### src/rtl/tg_pkg.sv
package tg_pkg;
   localparam int unsigned TG_MIN_BITS = 2;
   localparam int unsigned TG_MAX_BITS = 10;

   // reflected binary Gray code of a level
   function automatic int unsigned tg_gray(input int unsigned lvl);
      return lvl ^ (lvl >> 1);
   endfunction
endpackage

### src/rtl/tg_row_select.sv
// Forms the one-hot row selects from a window over adjacent comparators.
// Row 0 carries the zero word and is not generated.
module tg_row_select #(
   parameter int unsigned NBITS = 8,
   parameter int unsigned WIN   = 3,
   localparam int unsigned NLEV = (1 << NBITS) - 1
) (
   input  logic [NLEV-1:0] therm_i,
   output logic [NLEV:1]   rows_o
);
   localparam int unsigned PAD = WIN - 1;

   // comparators beyond the top of the ladder read as zero
   logic [NLEV+PAD-1:0] ext;
   assign ext = {{PAD{1'b0}}, therm_i};

   generate
      if (WIN == 3) begin : g_win3
         for (genvar k = 0; k < NLEV; k++) begin : g_row
            assign rows_o[k+1] = ext[k] & ~ext[k+1] & ~ext[k+2];
         end
      end else begin : g_win2
         for (genvar k = 0; k < NLEV; k++) begin : g_row
            assign rows_o[k+1] = ext[k] & ~ext[k+1];
         end
      end
   endgenerate
endmodule

### src/rtl/tg_rom.sv
// Wired-OR ROM: each output bit ORs the rows whose Gray word has that bit.
module tg_rom #(
   parameter int unsigned NBITS = 8,
   localparam int unsigned NLEV = (1 << NBITS) - 1
) (
   input  logic [NLEV:1]    rows_i,
   output logic [NBITS-1:0] word_o
);
   import tg_pkg::*;

   generate
      for (genvar b = 0; b < NBITS; b++) begin : g_bit
         logic [NLEV:1] hit;
         for (genvar r = 1; r <= NLEV; r++) begin : g_cell
            if (((tg_gray(r) >> b) & 1) != 0) begin : g_on
               assign hit[r] = rows_i[r];
            end else begin : g_off
               assign hit[r] = 1'b0;
            end
         end
         assign word_o[b] = |hit;
      end
   endgenerate
endmodule

### src/rtl/tg_out_reg.sv
module tg_out_reg #(
   parameter int unsigned W = 8
) (
   input  logic         clk,
   input  logic         rst,
   input  logic [W-1:0] d_i,
   output logic [W-1:0] q_o
);
   always_ff @(posedge clk) begin
      if (rst) q_o <= '0;
      else     q_o <= d_i;
   end
endmodule

### src/rtl/tg_encoder.sv
module tg_encoder #(
   parameter int unsigned NBITS = 8,
   parameter int unsigned WIN   = 3,
   localparam int unsigned NLEV = (1 << NBITS) - 1
) (
   input  logic             clk,
   input  logic             rst,
   input  logic [NLEV-1:0]  therm_i,
   output logic [NBITS-1:0] gray_o
);
   import tg_pkg::*;

   generate
      if (NBITS < TG_MIN_BITS || NBITS > TG_MAX_BITS) begin : g_bad_bits
         $error("tg_encoder: NBITS out of supported range");
      end
      if (WIN != 2 && WIN != 3) begin : g_bad_win
         $error("tg_encoder: WIN must be 2 or 3");
      end
   endgenerate

   logic [NLEV:1]    rows;
   logic [NBITS-1:0] word;

   tg_row_select #(.NBITS(NBITS), .WIN(WIN)) u_rows (
      .therm_i (therm_i),
      .rows_o  (rows)
   );

   tg_rom #(.NBITS(NBITS)) u_rom (
      .rows_i (rows),
      .word_o (word)
   );

   tg_out_reg #(.W(NBITS)) u_oreg (
      .clk (clk),
      .rst (rst),
      .d_i (word),
      .q_o (gray_o)
   );
endmodule

### config.mk
export PLATFORM = sky130hd
export DESIGN_NAME = tg_encoder
export DESIGN_NICKNAME = d
export VERILOG_FILES = /design/src/rtl/tg_pkg.sv /design/src/rtl/tg_row_select.sv /design/src/rtl/tg_rom.sv /design/src/rtl/tg_out_reg.sv /design/src/rtl/tg_encoder.sv
export SDC_FILE = /design/constraint.sdc
export NUM_CORES = 1
export LEC_CHECK = 0
export ABC_CLOCK_PERIOD_IN_PS = 2300
export CAP_MARGIN = 20
export CELL_PAD_IN_SITES_DETAIL_PLACEMENT = 2
export CELL_PAD_IN_SITES_GLOBAL_PLACEMENT = 2
export CORE_UTILIZATION = 15
export CTS_BUF_LIST = sky130_fd_sc_hd__clkbuf_16
export DETAILED_ROUTE_END_ITERATION = 8
export PLACE_DENSITY_LB_ADDON = 0.1
export SLEW_MARGIN = 5
export SYNTH_ARGS = -nofsm -noshare
export SYNTH_HDL_FRONTEND = slang
export SYNTH_SLANG_ARGS = --single-unit
### constraint.sdc
create_clock -name clk -period 2.3 [get_ports clk]
set_input_delay 0.46 -clock clk [delete_from_list [all_inputs] [get_ports clk]]
set_output_delay 0.46 -clock clk [all_outputs]
set_load 0.03 [all_outputs]
==> run summary, run 1 <==
GRT overflow -> 0
Antenna cells -> 0
Fin nets -> 1,418
Hold Path Sink -> u_oreg.q_o[0]$_SDFF_PP0_
CTS tree -> done
Gpl congestion -> 0.961
Post-synthesis register bit count -> 8
Rel. slew slack -> 39.3%
Syn_area_per_cell -> 5.99 um2
Hold path start -> therm_i[161]
Setup violators final -> 3
Syn Nets -> 828
Yosys top cell by area -> a211oi_1
Psw -> 0.00105 W
Routed WL per cell -> 27.5 um
Number of global-route vias before repair -> 8,618
Comb power frac -> 80.8%
Yosys warns -> 0
Slowest cell on the critical path -> clkdlybuf4s50_1
Drt pass-1 iters -> 5
Slew Viols, Final -> 0
Layout cells sized above 1 -> 36.8%
Tightest Hold Check Type -> primary input to flip-flop
Worst-path fanout max -> 3
Violated checks -> negative setup slack
Die area -> 23,400 um2
Worst path required time -> 2.42 ns
CP Cell Sequence -> clkdlybuf4s50_1 -> nor2_1 -> a211oi_1 -> nor4_2 -> nand4_1 -> buf_4 -> nor4_4 -> a21oi_1
Regs by FF count -> u_oreg.q_o: 8 flops
F_max -> 0.422 GHz
PortBufs -> 264
Root Buffer -> clkbuf_16
Vias/cell -> 5.39
Number of distinct library cells after synthesis -> 40
Synth top area cells -> a211oi_1, nor2_1, a22oi_1
Std-Cell Core Area -> 22,100 um2
Status -> finished with violations
Hold Path Depth -> 6
Worst-Margin Slew -> 0.909 ns
Clock Path Buffers -> 2
Num CTS Buffers -> 3
Finished Core Util -> 43.4%
Die Y -> 153 um
Worst Setup Path Type -> primary input to flip-flop
Final wirelength -> 39.5 mm
Maxcap violations -> 0
WHS -> 0.926 ns
Final period util -> 103%
Leak pwr -> 4.52 nW
Initial antenna violation count -> 0
Switching part of the total -> 43.2%
Final hold violations -> 0
Initial Util -> 15.5%
Pint -> 0.00139 W
Pwr dens -> 254 nW/um2
Max reg flops -> 8
Synth top area share -> 24.4%
RSZ-0062 raised after global routing -> yes
Nature of the critical path endpoint -> flip-flop
Initial DRC count -> 422
Final setup margin -> -0.0689 ns
H-tree depth -> 1
Largest Register -> u_oreg.q_o
Worst-path clk slew -> 0.04 ns
Seq/Total Area, Yosys -> 4.69%
# IOs -> 265
Crit path largest cell delay -> 0.48 ns
Syn-to-layout area delta -> 180%
DR vias -> 7,751
Reg power frac -> 6.2%
Worst Setup Start Kind -> primary input
Row count -> 54
Overall Power -> 0.00244 W
DPL Wire Length -> 34.6 mm
Die Wd -> 153 um
Setup_tns -> -0.120 ns
Most frequent cells in the layout -> buf_4, nor2_1, clkdlybuf4s50_1
DRC Markers -> 0
Largest net degree at the start of global routing -> 6
First-pass GRT wire length -> 55.4 mm
VDD IR max -> 0.000174 V
Clock sinks -> 8
Synthesized area -> 3420 um2
CTS Hold Bufs -> 0
Total GRT Usage -> 31.9%
Post-route ant nets -> 0
Most common cell after layout, fill and taps aside -> buf_4
Critical Path AT -> 2.49 ns
Tmin final -> 2.37 ns
Clock Power Share -> 12.9%
Syn Inst Count -> 571
-- routing by layer --
layer / vias up / wire (um) / GRT usage (%)
li1: 3500 / - / -
met5: - / 0 / 0
met4: 0 / 1440 / 10.9
met3: 81 / 1890 / 2.92
met2: 323 / 19500 / 56.8
met1: 3847 / 16700 / 40.1
-- synth_stat cells --
library cell / count
a2111oi_0: 2
nor3b_1: 17
a31oi_1: 1
nor4b_1: 2
a211o_1: 10
a21oi_1: 22
nand4b_1: 1
a22oi_2: 3
a41oi_1: 3
buf_1: 1
and2_1: 1
nand4_1: 17
a22oi_1: 36
a21o_1: 2
nor2_1: 187
nor3_1: 12
nand2_1: 26
o2111a_1: 1
dfxtp_1: 8
and4_1: 2
nor2_2: 3
a211oi_1: 111
a21boi_0: 1
o211ai_1: 1
nand3_1: 8
nor4_2: 1
o22ai_1: 4
o2111ai_1: 8
nor4_1: 26
nor2b_1: 1
o221ai_1: 2
or4_1: 5
nand2b_1: 1
a221oi_1: 3
inv_1: 5
a22o_1: 9
and3_1: 1
mux2i_1: 3
o21ai_0: 23
and3b_1: 1
-- worst max-delay path by stage --
stage                       startpoint                  endpoint  depth (start not counted)
after detailed placement  therm_i[169]  u_oreg.q_o[1]$_SDFF_PP0_                          8
final                      therm_i[72]  u_oreg.q_o[6]$_SDFF_PP0_                          8
after floorplan           therm_i[189]  u_oreg.q_o[0]$_SDFF_PP0_                          6
after global routing      therm_i[178]  u_oreg.q_o[6]$_SDFF_PP0_                          7
after CTS                 therm_i[212]  u_oreg.q_o[4]$_SDFF_PP0_                          9
after global placement    therm_i[169]  u_oreg.q_o[1]$_SDFF_PP0_                          8
-- logic make-up after synthesis --
logic type	share of synthesized area (%)
multiplexers	0.879
buffers and inverters	0.659
AO/OA/AOI/OAI	51.6
flip-flops	4.69
AND/OR/NAND/NOR	42.2
-- critical path: cells and delay by family --
family                 cells  cell delay (ns)
AO/OA/AOI/OAI              2             0.20
buffers and inverters      2             0.70
AND/OR/NAND/NOR            4             1.13
-- per-stage QoR --
step | worst slack, ns | instance area [um2] | std cells
CTS | -0.0156 | 9090 | 1435
global route | -0.127 | 9590 | 1439
floorplan | 0.451 | 3420 | 571
detailed placement | -0.908 | 8780 | 1430
global placement | -0.964 | 8780 | 1430
finish | -0.0689 | 9590 | 1439
-- cell type report --
| type | count | area (um2) |
|---|---|---|
| fillers | 2567 | 12500 |
| clock buffers | 3 | 75.1 |
| flip-flops and latches | 8 | 160 |
| inverters | 5 | 18.8 |
| multi-input cells | 557 | 3770 |
| well taps | 280 | 350 |
| repair buffers | 586 | 5210 |
-- power groups by stage --
stage	registers (W)	clock network, W	logic [W]
after global routing	0.000152	0.000319	0.00206
after global placement	0.000155	0	0.00178
after CTS	0.000152	0.000314	0.00188
final	0.000152	0.000315	0.00197
after detailed placement	0.000154	0	0.00182
after floorplan	0.000166	0	0.000382
-- repair_timing --
action | in CTS | in global routing
setup buffers | 2 | 5
pin swaps | 20 | 49
endpoints found under the setup margin | 8 | 8
gates resized for setup | 77 | 142
No activity file was read; power rests on OpenSTA's default activity.
==> run 2: changes to the inputs <==
--- a/config.mk
+++ b/config.mk
@@ -13,6 +13,7 @@
 export CTS_BUF_LIST = sky130_fd_sc_hd__clkbuf_16
 export DETAILED_ROUTE_END_ITERATION = 8
 export PLACE_DENSITY_LB_ADDON = 0.1
+export SETUP_SLACK_MARGIN = 0.1
 export SLEW_MARGIN = 5
 export SYNTH_ARGS = -nofsm -noshare
 export SYNTH_HDL_FRONTEND = slang
==> constraint.sdc (replaced) <==
create_clock -name clk -period 2.3 [get_ports clk]
set_input_delay 0.46 -clock clk [delete_from_list [all_inputs] [get_ports clk]]
set_output_delay 0.46 -clock clk [all_outputs]
set_load 0.1 [all_outputs]
==> run 2 against run 1 <==
Effect of this change: flip-flop and latch count unchanged; global-route usage up 1.3 points; utilization up 0.91 points; via count up 2.8%; the flow now finishes without violations; combinational power up 6%; total power up 4.8%; hold slack worse by 0.027 ns; sequential share of layout area about the same; cell count up 1.0%.
==> run summary, run 2 (synthesized netlist as in run 1, its figures left out) <==
Layout fillers -> 2,534 (-1.3%)
DRC Markers -> 0 (unchanged)
H-tree depth -> 1 (unchanged)
Finished Core Util -> 44.3% (+0.91 points)
Die Wd -> 153 um (unchanged)
VDD IR max -> 0.000162 V (-7.0%)
RSZ-0062 raised after global routing -> no
Leak pwr -> 4.65 nW (+3.0%)
Most frequent cells in the layout -> buf_4, nor2_1, clkdlybuf4s50_1
Antenna cells -> 0 (unchanged)
CTS tree -> done
Post-route ant nets -> 0 (unchanged)
Clock Path Buffers -> 2 (unchanged)
CP delay by family, top -> compound AO/OA/AOI/OAI gates
Final period util -> 98.7% (-4.3 points)
Final setup margin -> 0.0308 ns (+0.0997 ns)
Syn-to-layout area delta -> 186%
Max Used Layer -> met4
Placed cell count -> 1,434 (+0.28%)
Max reg flops -> 8 (unchanged)
Final hold violations -> 0 (unchanged)
Largest Register -> u_oreg.q_o
Worst Setup Path Type -> primary input to flip-flop
CTS Hold Bufs -> 0 (unchanged)
Gpl congestion -> 0.959 (-0.15%)
Root Buffer -> clkbuf_16
Nature of the critical path endpoint -> flip-flop
CP Cell Sequence -> clkdlybuf4s50_1 -> a211oi_1 -> nor4_2 -> buf_4 -> o2111ai_2 -> nor4_4 -> buf_4 -> a21oi_2
Worst-Margin Slew -> 0.983 ns (+0.0736 ns)
Total GRT Usage -> 33.2% (+1.3 points)
M1 WL -> 16.8 mm (+0.95%)
Die area -> 23,400 um2 (unchanged)
Pwr dens -> 261 nW/um2 (+2.7%)
Maxcap violations -> 0 (unchanged)
Rel. slew slack -> 34.4% (-4.9 points)
Fin cells -> 1,454 (+1.0%)
Worst Setup Start Kind -> primary input
Final wirelength -> 40.7 mm (+3.1%)
Std-Cell Core Area -> 22,100 um2 (unchanged)
Slew Viols, Final -> 0 (unchanged)
Clock sinks -> 8 (unchanged)
First-pass GRT wire length -> 57.8 mm (+4.3%)
Vias/cell -> 5.48 (+1.7%)
Layout cells sized above 1 -> 44.2% (+7.4 points)
GRT overflow -> 0 (unchanged)
Worst-path fanout max -> 2 (-1)
Post-Place Setup Slack -> -0.851 ns (+0.0567 ns)
Critical Path AT -> 2.43 ns (-0.06 ns)
# IOs -> 265 (unchanged)
Worst path required time -> 2.46 ns (+0.04 ns)
Initial antenna violation count -> 0 (unchanged)
Crit path largest cell delay -> 0.71 ns (+0.23 ns)
Buffers and inverters on the worst path -> 3 (+1)
Tmin final -> 2.27 ns (-0.0997 ns)
Fin nets -> 1,433 (+1.1%)
WHS -> 0.898 ns (-0.0272 ns)
Routed WL per cell -> 28.0 um (+2.0%)
Most frequent cell on the critical path -> buf_4
Routed met3 length -> 2.11 mm (+12%)
Die Y -> 153 um (unchanged)
Overall Power -> 0.00256 W (+4.8%)
Tightest Hold Check Type -> primary input to flip-flop
F_max -> 0.441 GHz (+4.4%)
Setup violators final -> 0 (-3)
Initial Util -> 15.5% (unchanged)
Slowest cell on the critical path -> a211oi_1
PortBufs -> 264 (unchanged)
DR vias -> 7,967 (+2.8%)
Initial DRC count -> 402 (-4.7%)
Num CTS Buffers -> 3 (unchanged)
Routed wl met2 -> 20.1 mm (+3.0%)
Regs by FF count -> u_oreg.q_o: 8 flops
DPL Wire Length -> 34.8 mm (+0.42%)
Largest net degree at the start of global routing -> 6 (unchanged)
Worst-path clk slew -> 0.04 ns (about the same)
Drt pass-1 iters -> 5 (unchanged)
Row count -> 54 (unchanged)
Most common cell after layout, fill and taps aside -> buf_4
Status -> complete, no violations
Number of global-route vias before repair -> 8,854 (+2.7%)
## run 2: cell types whose count changed in the layout (fill, tap and decap cells not counted), moves of 6 or more
cell,change
clkbuf_2,+22
clkdlybuf4s50_1,-60
buf_2,+6
clkdlybuf4s15_1,+7
a211oi_2,+8
a211oi_1,-10
dlymetal6s2s_1,-7
buf_4,+22
nor2_1,-16
nor2_2,+11
nor4_2,-6
dlygate4sd2_1,+25
## run 2: timing repair
action | in CTS | in global routing
endpoints found under the setup margin | 8 | 8
cloned | 0 | 0
pin swaps | 47 | 58
gates resized for setup | 206 | 194
buffers inserted | 9 | 8
endpoints found under the hold margin | 0 | 0
## run 2: layout make-up
| type | instances | area, um2 | area share, % |
|---|---|---|---|
| clock buffers | 3 | 75.1 | 0.767 |
| inverters | 5 | 18.8 | 0.192 |
| multi-input cells | 557 | 4060 | 41.5 |
| flip-flops and latches | 8 | 160 | 1.64 |
| well taps | 280 | 350 | 3.58 |
| repair buffers | 601 | 5120 | 52.3 |
## run 2: routing by layer
| metal | global-route usage (%) | up-vias |
|---|---|---|
| li1 | - | 3538 |
| met1 | 40.3 | 3954 |
| met2 | 60.1 | 375 |
| met3 | 3.29 | 100 |
| met4 | 12.5 | 0 |
| met5 | 0 | - |
## run 2: per-stage QoR
| step | TNS [ns] | instance area [um2] |
|---|---|---|
| 6_report | 0 | 9790 |
| 5_1_grt | 0 | 9790 |
| 4_1_cts | 0 | 9290 |
| 3_5_place_dp | -4.60 | 8790 |
| 3_3_place_gp | -4.21 | 8790 |
| 2_1_floorplan | 0 | 3420 |
## run 2: final timing paths
check,startpoint,end,cells past startpoint
max,therm_i[215],u_oreg.q_o[5]$_SDFF_PP0_,8
min,therm_i[224],u_oreg.q_o[7]$_SDFF_PP0_,6
## run 2: report_power, final
part,total (W),leakage (nW),switching (W),internal (W)
logic,0.00209,4.55,0.00107,0.00102
clock network,0.000315,0.0370,0.0000889,0.000226
registers,0.000152,0.0675,0.00000549,0.000147
## run 2: worst min-delay path: cells and delay by family
family,cells,cell delay (ns)
AO/OA/AOI/OAI,2,0.20
buffers and inverters,1,0.14
AND/OR/NAND/NOR,3,0.30
